$ cat src/rtl/sync_pg_pkg.sv
// Shared constants and types for the sync pattern generator.
// Assumes a 15-bit coordinate packed into a 32-bit position word.
package sync_pg_pkg;
    localparam int COORD_W   = 15;
    localparam int WORD_W    = 32;
    localparam int X_LSB     = 16;
    localparam int ADDR_W    = 9;
    localparam int GEN_BASE  = 'h60;
    localparam int GEN_STEP  = 16;
    localparam int HTOT_ADDR = 'h00;
    localparam int VTOT_ADDR = 'h04;
    localparam logic [WORD_W-1:0] VALID_BITS = 32'h7FFF_7FFF;

    // Four configuration words of one generator
    typedef struct packed {
        logic [WORD_W-1:0] on_ref;
        logic [WORD_W-1:0] on_mask;
        logic [WORD_W-1:0] off_ref;
        logic [WORD_W-1:0] off_mask;
    } gen_cfg_t;
endpackage

$ cat src/rtl/raster_counter.sv
// Raster position counter: X runs 0..htotal-1, then wraps and advances Y,
// Y wraps after vtotal-1. A total of 0 or 1 keeps that coordinate at 0.
// Assumes totals change only between frames if glitch-free timing matters.
module raster_counter #(
    parameter int COORD_W = 15
) (
    input  logic               clk,
    input  logic               rst_n,
    input  logic [COORD_W:0]   htotal,
    input  logic [COORD_W:0]   vtotal,
    output logic [COORD_W-1:0] x,
    output logic [COORD_W-1:0] y
);
    logic [COORD_W:0] x_inc;
    logic [COORD_W:0] y_inc;

    // Next-value candidates, one bit wider to avoid overflow in the compare
    always_comb begin
        x_inc = {1'b0, x} + 1'b1;
        y_inc = {1'b0, y} + 1'b1;
    end

    // Advance the column, wrapping into the next line and frame
    always_ff @(posedge clk) begin
        if (!rst_n) begin
            x <= '0;
            y <= '0;
        end else if (x_inc >= htotal) begin
            x <= '0;
            y <= (y_inc >= vtotal) ? '0 : y_inc[COORD_W-1:0];
        end else begin
            x <= x_inc[COORD_W-1:0];
        end
    end
endmodule

$ cat src/rtl/masked_match.sv
// Combinational masked comparison of a position word with a reference.
// Mask bit 1 drops that bit; bits outside VALID never take part.
module masked_match #(
    parameter int              WORD_W = 32,
    parameter logic [WORD_W-1:0] VALID = '1
) (
    input  logic [WORD_W-1:0] pos_word,
    input  logic [WORD_W-1:0] ref_word,
    input  logic [WORD_W-1:0] mask_word,
    output logic              hit
);
    // Equal when no compared bit differs
    always_comb hit = (((pos_word ^ ref_word) & ~mask_word & VALID) == '0);
endmodule

$ cat src/rtl/sync_regfile.sv
// Write-only configuration store: two raster totals and NUM_GEN generator
// slots of four words each. Assumes word-aligned byte addresses; any other
// address is dropped.
module sync_regfile
    import sync_pg_pkg::*;
#(
    parameter int NUM_GEN    = 6,
    parameter int DEF_HTOTAL = 800,
    parameter int DEF_VTOTAL = 525
) (
    input  logic                      clk,
    input  logic                      rst_n,
    input  logic                      we,
    input  logic [ADDR_W-1:0]         addr,
    input  logic [WORD_W-1:0]         wdata,
    output logic [COORD_W:0]          htotal,
    output logic [COORD_W:0]          vtotal,
    output gen_cfg_t [NUM_GEN-1:0]    gen_cfg
);
    localparam int IDX_W   = ADDR_W - 4;
    localparam int GEN_END = GEN_BASE + GEN_STEP * NUM_GEN;

    logic [ADDR_W-1:0] rel;
    logic              in_gen;

    // Offset into the generator window and its range test
    always_comb begin
        rel    = addr - ADDR_W'(GEN_BASE);
        in_gen = (32'(addr) >= GEN_BASE) && (32'(addr) < GEN_END) && (addr[1:0] == 2'b00);
    end

    // Raster totals
    always_ff @(posedge clk) begin
        if (!rst_n) begin
            htotal <= (COORD_W+1)'(DEF_HTOTAL);
            vtotal <= (COORD_W+1)'(DEF_VTOTAL);
        end else if (we) begin
            if (32'(addr) == HTOT_ADDR) htotal <= wdata[COORD_W:0];
            if (32'(addr) == VTOT_ADDR) vtotal <= wdata[COORD_W:0];
        end
    end

    for (genvar g = 0; g < NUM_GEN; g++) begin : g_slot
        logic sel;
        always_comb sel = we && in_gen && (rel[ADDR_W-1:4] == IDX_W'(g));

        // Word select within one generator slot
        always_ff @(posedge clk) begin
            if (!rst_n) begin
                gen_cfg[g] <= '0;
            end else if (sel) begin
                case (rel[3:2])
                    2'd0:    gen_cfg[g].on_ref   <= wdata;
                    2'd1:    gen_cfg[g].on_mask  <= wdata;
                    2'd2:    gen_cfg[g].off_ref  <= wdata;
                    default: gen_cfg[g].off_mask <= wdata;
                endcase
            end
        end
    end
endmodule

$ cat src/rtl/sync_pattern_gen.sv
// Top level: raster counter, configuration store and NUM_GEN pulse
// generators. Each output is registered: it reacts one clock after the
// position that matched, and an off match overrides an on match.
module sync_pattern_gen
    import sync_pg_pkg::*;
#(
    parameter int NUM_GEN    = 6,
    parameter int DEF_HTOTAL = 800,
    parameter int DEF_VTOTAL = 525
) (
    input  logic               clk,
    input  logic               rst_n,
    input  logic               cfg_we,
    input  logic [8:0]         cfg_addr,
    input  logic [31:0]        cfg_wdata,
    output logic [14:0]        pix_x,
    output logic [14:0]        pix_y,
    output logic [NUM_GEN-1:0] pulse_out
);
    logic [COORD_W:0]       htotal;
    logic [COORD_W:0]       vtotal;
    gen_cfg_t [NUM_GEN-1:0] gen_cfg;
    logic [WORD_W-1:0]      pos_word;
    logic [NUM_GEN-1:0]     on_hit;
    logic [NUM_GEN-1:0]     off_hit;

    sync_regfile #(
        .NUM_GEN(NUM_GEN), .DEF_HTOTAL(DEF_HTOTAL), .DEF_VTOTAL(DEF_VTOTAL)
    ) u_regs (
        .clk(clk), .rst_n(rst_n), .we(cfg_we), .addr(cfg_addr),
        .wdata(cfg_wdata), .htotal(htotal), .vtotal(vtotal), .gen_cfg(gen_cfg)
    );

    raster_counter #(.COORD_W(COORD_W)) u_raster (
        .clk(clk), .rst_n(rst_n), .htotal(htotal), .vtotal(vtotal),
        .x(pix_x), .y(pix_y)
    );

    // Pack the current position: X in the upper half, Y in the lower
    always_comb begin
        pos_word = '0;
        pos_word[X_LSB +: COORD_W] = pix_x;
        pos_word[COORD_W-1:0]      = pix_y;
    end

    for (genvar g = 0; g < NUM_GEN; g++) begin : g_gen
        masked_match #(.WORD_W(WORD_W), .VALID(VALID_BITS)) u_on (
            .pos_word(pos_word), .ref_word(gen_cfg[g].on_ref),
            .mask_word(gen_cfg[g].on_mask), .hit(on_hit[g])
        );
        masked_match #(.WORD_W(WORD_W), .VALID(VALID_BITS)) u_off (
            .pos_word(pos_word), .ref_word(gen_cfg[g].off_ref),
            .mask_word(gen_cfg[g].off_mask), .hit(off_hit[g])
        );

        // Pulse state: off has priority over on
        always_ff @(posedge clk) begin
            if (!rst_n)          pulse_out[g] <= 1'b0;
            else if (off_hit[g]) pulse_out[g] <= 1'b0;
            else if (on_hit[g])  pulse_out[g] <= 1'b1;
        end
    end
endmodule

$ cat config.mk
export PLATFORM = sky130hd
export DESIGN_NAME = sync_pattern_gen
export DESIGN_NICKNAME = d
export VERILOG_FILES = /design/src/rtl/sync_pg_pkg.sv /design/src/rtl/raster_counter.sv /design/src/rtl/masked_match.sv /design/src/rtl/sync_regfile.sv /design/src/rtl/sync_pattern_gen.sv
export SDC_FILE = /design/constraint.sdc
export NUM_CORES = 2
export LEC_CHECK = 0
export ABC_AREA = 1
export BUFFER_PORTS_ARGS = -buffer_cell sky130_fd_sc_hd__clkbuf_2
export CELL_PAD_IN_SITES_DETAIL_PLACEMENT = 0
export CELL_PAD_IN_SITES_GLOBAL_PLACEMENT = 1
export CORE_AREA = 2 2 204 407
export DETAILED_ROUTE_END_ITERATION = 12
export DIE_AREA = 0 0 206 409
export PLACE_DENSITY_LB_ADDON = 0.1
export SYNTH_ARGS = -nofsm -noshare
export SYNTH_HDL_FRONTEND = slang
export SYNTH_SLANG_ARGS = --single-unit
export TNS_END_PERCENT = 5
$ cat constraint.sdc
create_clock -name clk -period 5.5 [get_ports clk]
set_input_delay 0.275 -clock clk [delete_from_list [all_inputs] [get_ports clk]]
set_output_delay 0.275 -clock clk [all_outputs]
set_load 0.005 [all_outputs]
## After elaboration in Yosys (flattened, before gate mapping)

Index checks and enable logic that the tools add are counted.
W data, S select, Z words.

- Flip-flop bits (word level): 812
- Bits in latches: 0
- Memory bits (writable): 0
- Bits in read-only memories: 0
- Input port bits: 44
- Output and inout bits: 36
- Word-level logic and storage cells: 147
- Memories kept: 0

- $add $sub $neg: 3
- $mul: 0
- Divide/modulo/power cells: 0
- $lt $le $gt $ge: 4
- Eq/ne operators: 8
- Shifts and indexed selects: 0
- Muxes and demuxes: 1
- Bitwise logic cells: 38
- Reduce and logical (&&, ||, !) cells: 59

Operators by type and width:

| cell | number |
|---|---|
| $logic_not A32 Y1 | 12 |
| $and A31 B31 Y31 | 12 |
| $not A31 Y31 | 12 |
| $xor A31 B31 Y31 | 12 |
| $reduce_and A2 Y1 | 26 |
| $add A15 B1 Y16 const B | 2 |
| $ge A16 B16 Y1 | 2 |
| $mux W15 | 1 |
| $reduce_or A2 Y1 | 7 |
| $eq A5 B2 Y1 const B | 2 |
| $eq A5 B3 Y1 const B | 2 |
| $eq A9 B3 Y1 const B | 1 |
| $ge A9 B7 Y1 const B | 1 |
| $logic_and A1 B1 Y1 | 9 |
| $logic_not A9 Y1 | 1 |
| $lt A9 B8 Y1 const B | 1 |
| $sub A9 B7 Y9 const B | 1 |
| $eq A5 B1 Y1 const B | 1 |
| $logic_not A5 Y1 | 1 |
| $logic_not A2 Y1 | 2 |
| $reduce_or A3 Y1 | 1 |
| $eq A2 B1 Y1 const B | 1 |
| $eq A2 B2 Y1 const B | 1 |
| $not A1 Y1 | 2 |

## Logic depth before layout (Yosys ltp)

- Depth in word-level cells: 6
- Gate-level depth with buffers: 21
- Mapped depth without buffers: 19

## By module

From an unflattened synthesis, not the netlist that was laid out.

- Cell total of the unflattened synthesis: 6556
- Area total of the unflattened synthesis: 42572.1 sq um

Modules (own cells, without submodules):

| module | times used | cells each | area an instance (sq um) | seq. area each (sq um) |
|---|---|---|---|---|
| sync_regfile | 1 | 3785 | 30473.0 | 16015.4 |
| masked_match | 12 | 191 | 755.7 | 0.0 |
| raster_counter | 1 | 448 | 2816.5 | 600.6 |
| sync_pattern_gen | 1 | 31 | 214.0 | 120.1 |

## Worst setup path after synthesis

Ideal clock, no wire load.

- Kind: register to register
- Start: reg u_raster.x[10]
- End: reg u_raster.y[10]
- Setup time: 59 ps
- Arrival time: 2964 ps
- Required time: 5441 ps
- Setup slack: 2477 ps
- Cell stages (with the launch flop): 16
- Path buffers: 3
- Period minus slack after synthesis: 3023 ps
- Path through: dfxtp_1 > clkbuf_1 > clkbuf_1 > nand2_1 > nor4_1 > xor2_1 > inv_1 > ha_1 > nand2_1 > o21ai_0 > a21oi_1 > nand4_1 > inv_1 > clkbuf_1 > nand2_1 > nand2_1

- Word-level cells in the longest chain between the ends: 2

RTL lines:

| element | RTL line | source |
|---|---|---|
| from (decl) | raster_counter.sv:11 | `output logic [COORD_W-1:0] x,` |
| from (signal assigned) | raster_counter.sv:32 | `x <= x_inc[COORD_W-1:0];` |
| $add A15 B1 Y16 | raster_counter.sv:19 | `x_inc = {1'b0, x} + 1'b1;` |
| via u_raster.x_inc[14] | raster_counter.sv:14 | `logic [COORD_W:0] x_inc;` |
| $ge A16 B16 Y1 | raster_counter.sv:28 | `end else if (x_inc >= htotal) begin` |
| to (signal assigned) | raster_counter.sv:30 | `y <= (y_inc >= vtotal) ? '0 : y_inc[COORD_W-1:0];` |
| to (decl) | raster_counter.sv:12 | `output logic [COORD_W-1:0] y` |

The timed path passes the listed nets, and every way through them passes these cells.
A chain may end at the register's enable or synchronous reset.

## Worst setup path in the final report

- Start: reg u_raster.x[2]
- End: reg u_raster.y[3]

- Word-level cells in the longest chain between the ends: 2

RTL lines:

| element | RTL line |
|---|---|
| $add A15 B1 Y16 | raster_counter.sv:19 |
| $ge A16 B16 Y1 | raster_counter.sv:28 |

No other way between the ends.

==> results by group <==
STA
  • Fin. max-slew vios: 0
  • Setup-failing EPs final: 0
  • Period utilisation layout: around 85%
  • Fmax: ~210 MHz
  • Relative slew margins: 20.49%
  • Hold Vio Cnt, Final: 0
  • Worst Max-Slew Pin Slew: between 1 and 1.5 ns
  • Setup TNS Final: 0 ns
  • Max Clock Skew: 0.01568 ns
  • Fin crit period: around 4.7 ns
  • Final worst-path setup slack: a little over 0.8 ns
  • Fin Hold WS: 0.05940 ns
  • RSZ-0062 raised after global routing: false

Worst setup path
  • Worst path cell trace: buf_4 > clkinv_1 > nor3_4 > inv_1 > nor2_1 > nand3_1 > nor4_1 > ha_1 > a21oi_1 > o21ai_0 > a21oi_1 > nand4_1 > inv_1 > nand2_1 > nand2_1
  • CP Data Required Time: between 6 and 7 ns
  • Delay of the slowest cell on the worst path: slightly below 0.8 ns
  • Crit-path max FO: 20
  • CP startpoint kind: flop
  • Slowest cell on crit path: inv_1
  • Critical path's top delay family: simple AND/OR/NAND/NOR gates
  • Crit path DAT: 5.26 ns
  • WP buf/inv: 4
  • Worst setup EP type: flop
  • Crit path kind: reg -> reg

Global routing
  • Initial antenna violation count: 2
  • Grt ovf: 0
  • Vias in the first global route: 33439
  • Largest net degree at the start of global routing: about 170
  • First-pass GRT wire length: a little over 200000 um
  • Tot GR Track Use: between 30% and 40%

Clock network
  • Total CTS buffers: 74
  • Clock Path Buffers: 3
  • Number of clock sinks: ~790
  • Cts repair resizes: 0
  • CTS tree: done
  • Clk slew on worst S/H paths: about 0.07 ns
  • Worst skew pair latency: roughly 0.66 ns
  • Clk root buf: clkbuf_16
  • H-tree level count: 3
  • Post-CTS Hold Fix Bufs: 0
  • Post CTS Setup Buffer Count: 0

Finish
  • Layout cells sized above 1: 5.269%
  • Non-Filler Instances: roughly 6600
  • Ant diodes: 0
  • Final #Nets: approximately 5600
  • Filler cell count in the final layout: 8433
  • Final core utilization: 50.15%
  • P&R area growth vs syn: 7.414%

Placement
  • Pre-CTS setup slack: 0.8644 ns
  • Placer congestion estimate: around 0.85
  • PortBufs: slightly below 80
  • Inst Count DP: approximately 6500
  • DP HPWL: just under 80000 um

Detailed routing
  • Via Count: roughly 36000
  • Wire per inst: about 20 um
  • Avg Vias per Cell: between 5 and 6
  • DR DRC count: 0
  • Detailed Routing Iterations Pass 1: 6
  • DR iter-0 viols: just over 3000
  • DRT antenna net count: 0
  • Final wirelength: 131700 um

Yosys
  • Yosys reg bits: 788
  • Synth Cell Area: about 38000 um^2
  • Most common cell in the netlist: nand2_1
  • Syn. warnings: 0
  • Post-synth EDFFs: 0
  • Top cells by area, synth: dfxtp_1 42%, nand2_1 17%, a21oi_1 8.9%
  • Avg Synthesized Cell Area: 6.546 um^2
  • Post-synth top area share: a little over two fifths
  • Commonest cells post-synth: 1715 x nand2_1, 788 x dfxtp_1, 766 x nor2_1, 674 x a21oi_1, 388 x inv_1
  • Syn_nets: between 5000 and 6000
  • Mapped Cells: approximately 5800
  • Post-synthesis sequential area ratio: between 40% and 50%
  • Synth unique cells: 34
  • Synth area leader: dfxtp_1
  • Most common flop cell mapped by yosys: dfxtp_1
  • Post-synth ARST share: 0%

Die
  • Initial core utilization: a little under half
  • I/O pins: 80
  • Die area: 84250 um^2
  • Core area: slightly above 80000 um^2
  • Die Span Y: about 410 um
  • Row cnt: between 100 and 150
  • Die Width: 206 um

Run
  • Max cap viols: 0

Pwr
  • Lkg Pwr: approximately 17 nW
  • PwrDens: between 200 and 300 nW/um^2
  • Maximum vdd drop: between 0.2 and 0.3 mV

Worst hold path
  • Hold Path Class: in -> reg

Run status
  • Status: completed
## metal layers
| metal | vias up | share of wire, % | GRT usage (%) |
|---|---|---|---|
| met2 | 925 | 51 | 55.61 |
| met4 | 2 | 4.4 | 13.07 |
| met1 | 17167 | 40 | 36.87 |
| met3 | 212 | 4.6 | 3.739 |
| met5 | - | 0.0091 | 0 |
| li1 | 18160 | - | - |
## cell usage in the layout, fill, tap and decap left out, types with 2 or more instances in the layout
cell        synthesis  final
nor2_1            766    763
inv_6               0      2
xnor2_1            12     12
clkinvlp_4          0      2
nand3b_1           33     33
nor3_1             11     11
a21oi_1           674    674
ha_1               35     35
o211ai_1            7      7
buf_12              0      7
nand4_1           384    384
inv_2               4      2
xor2_1             17     17
bufinv_16           0      2
nand3_2             4      6
and2_4              0      2
nor4_1              4      4
o21ai_0           186    186
clkinv_2            0     13
clkbuf_2            0     77
clkbuf_16           0     77
nand3_1           257    255
inv_1             388    388
clkbuf_1          361     21
dfxtp_1           788    788
nor2_4              2      7
buf_4              22     75
clkinv_1            6      6
nand2_1          1715   1715
clkbuf_8            0     17
## final timing paths
path,cells after the start,to,slack [ns],startpoint
setup reg to reg,15,u_raster.y[3]$_SDFFE_PN0P_,0.83,u_raster.x[2]$_SDFF_PP0_
setup / recovery,15,u_raster.y[3]$_SDFFE_PN0P_,0.83,u_raster.x[2]$_SDFF_PP0_
hold reg to reg,2,u_regs.gen_cfg[196]$_SDFFE_PN0P_,0.45,u_regs.gen_cfg[196]$_SDFFE_PN0P_
hold / removal,3,u_regs.htotal[15]$_SDFFE_PN0P_,0.06,cfg_wdata[15]
## flip-flops by register name, summed over array words and instances, names as in the netlist
register / cells
u_regs.htotal: 16
u_raster.y: 15
u_regs.gen_cfg: 720
u_raster.x: 15
pulse_out: 6
u_regs.vtotal: 16
## cells by family (layout without fill, tap and decap cells)
| kind of cell | Yosys count | count (layout) | share of synthesized area (%) |
|---|---|---|---|
| flip-flops | 788 | 788 | 41.66 |
| AND/OR/NAND/NOR | 3183 | 3183 | 35.52 |
| buffers and inverters | 877 | 691 | 9.357 |
| adder cells (fa/ha/maj) | 35 | 35 | 1.156 |
| AO/OA/AOI/OAI | 872 | 872 | 11.60 |
| XOR/XNOR | 30 | 30 | 0.7137 |
## power by group
group / switching [mW] / internal [mW] / total (mW) / leakage, nW
Clock: 2.34 / 2.89 / 5.23 / 1.18
Combinational: 0.495 / 0.0929 / 0.588 / 9.06
Sequential: 0.0100 / 5.71 / 5.72 / 6.35
Total: 2.85 / 8.69 / 11.5 / 16.6
## metrics by stage
step	power (mW)	cell area, um^2
2_1_floorplan	6.195	37870
3_3_place_gp	6.433	38290
3_5_place_dp	6.435	38290
4_1_cts	11.66	40680
5_1_grt	11.93	40680
6_report	11.54	40680
## layout make-up
| cell class | instances | area [um^2] | area share [%] |
|---|---|---|---|
| well taps | 1050 | 1314 | 3.230 |
| inverters | 398 | 1504 | 3.697 |
| repair buffers | 160 | 1102 | 2.710 |
| clock buffers | 114 | 2226 | 5.472 |
| clock inverters | 19 | 157.7 | 0.3876 |
| multi-input cells | 4120 | 18600 | 45.72 |
| flip-flops and latches | 788 | 15780 | 38.78 |
## tightest hold or removal path, stage by stage
cell and delay [ns]:
clkbuf_2 0.17, o21ai_0 0.11, a21oi_1 0.11
No activity file was read; power rests on OpenSTA's default activity.
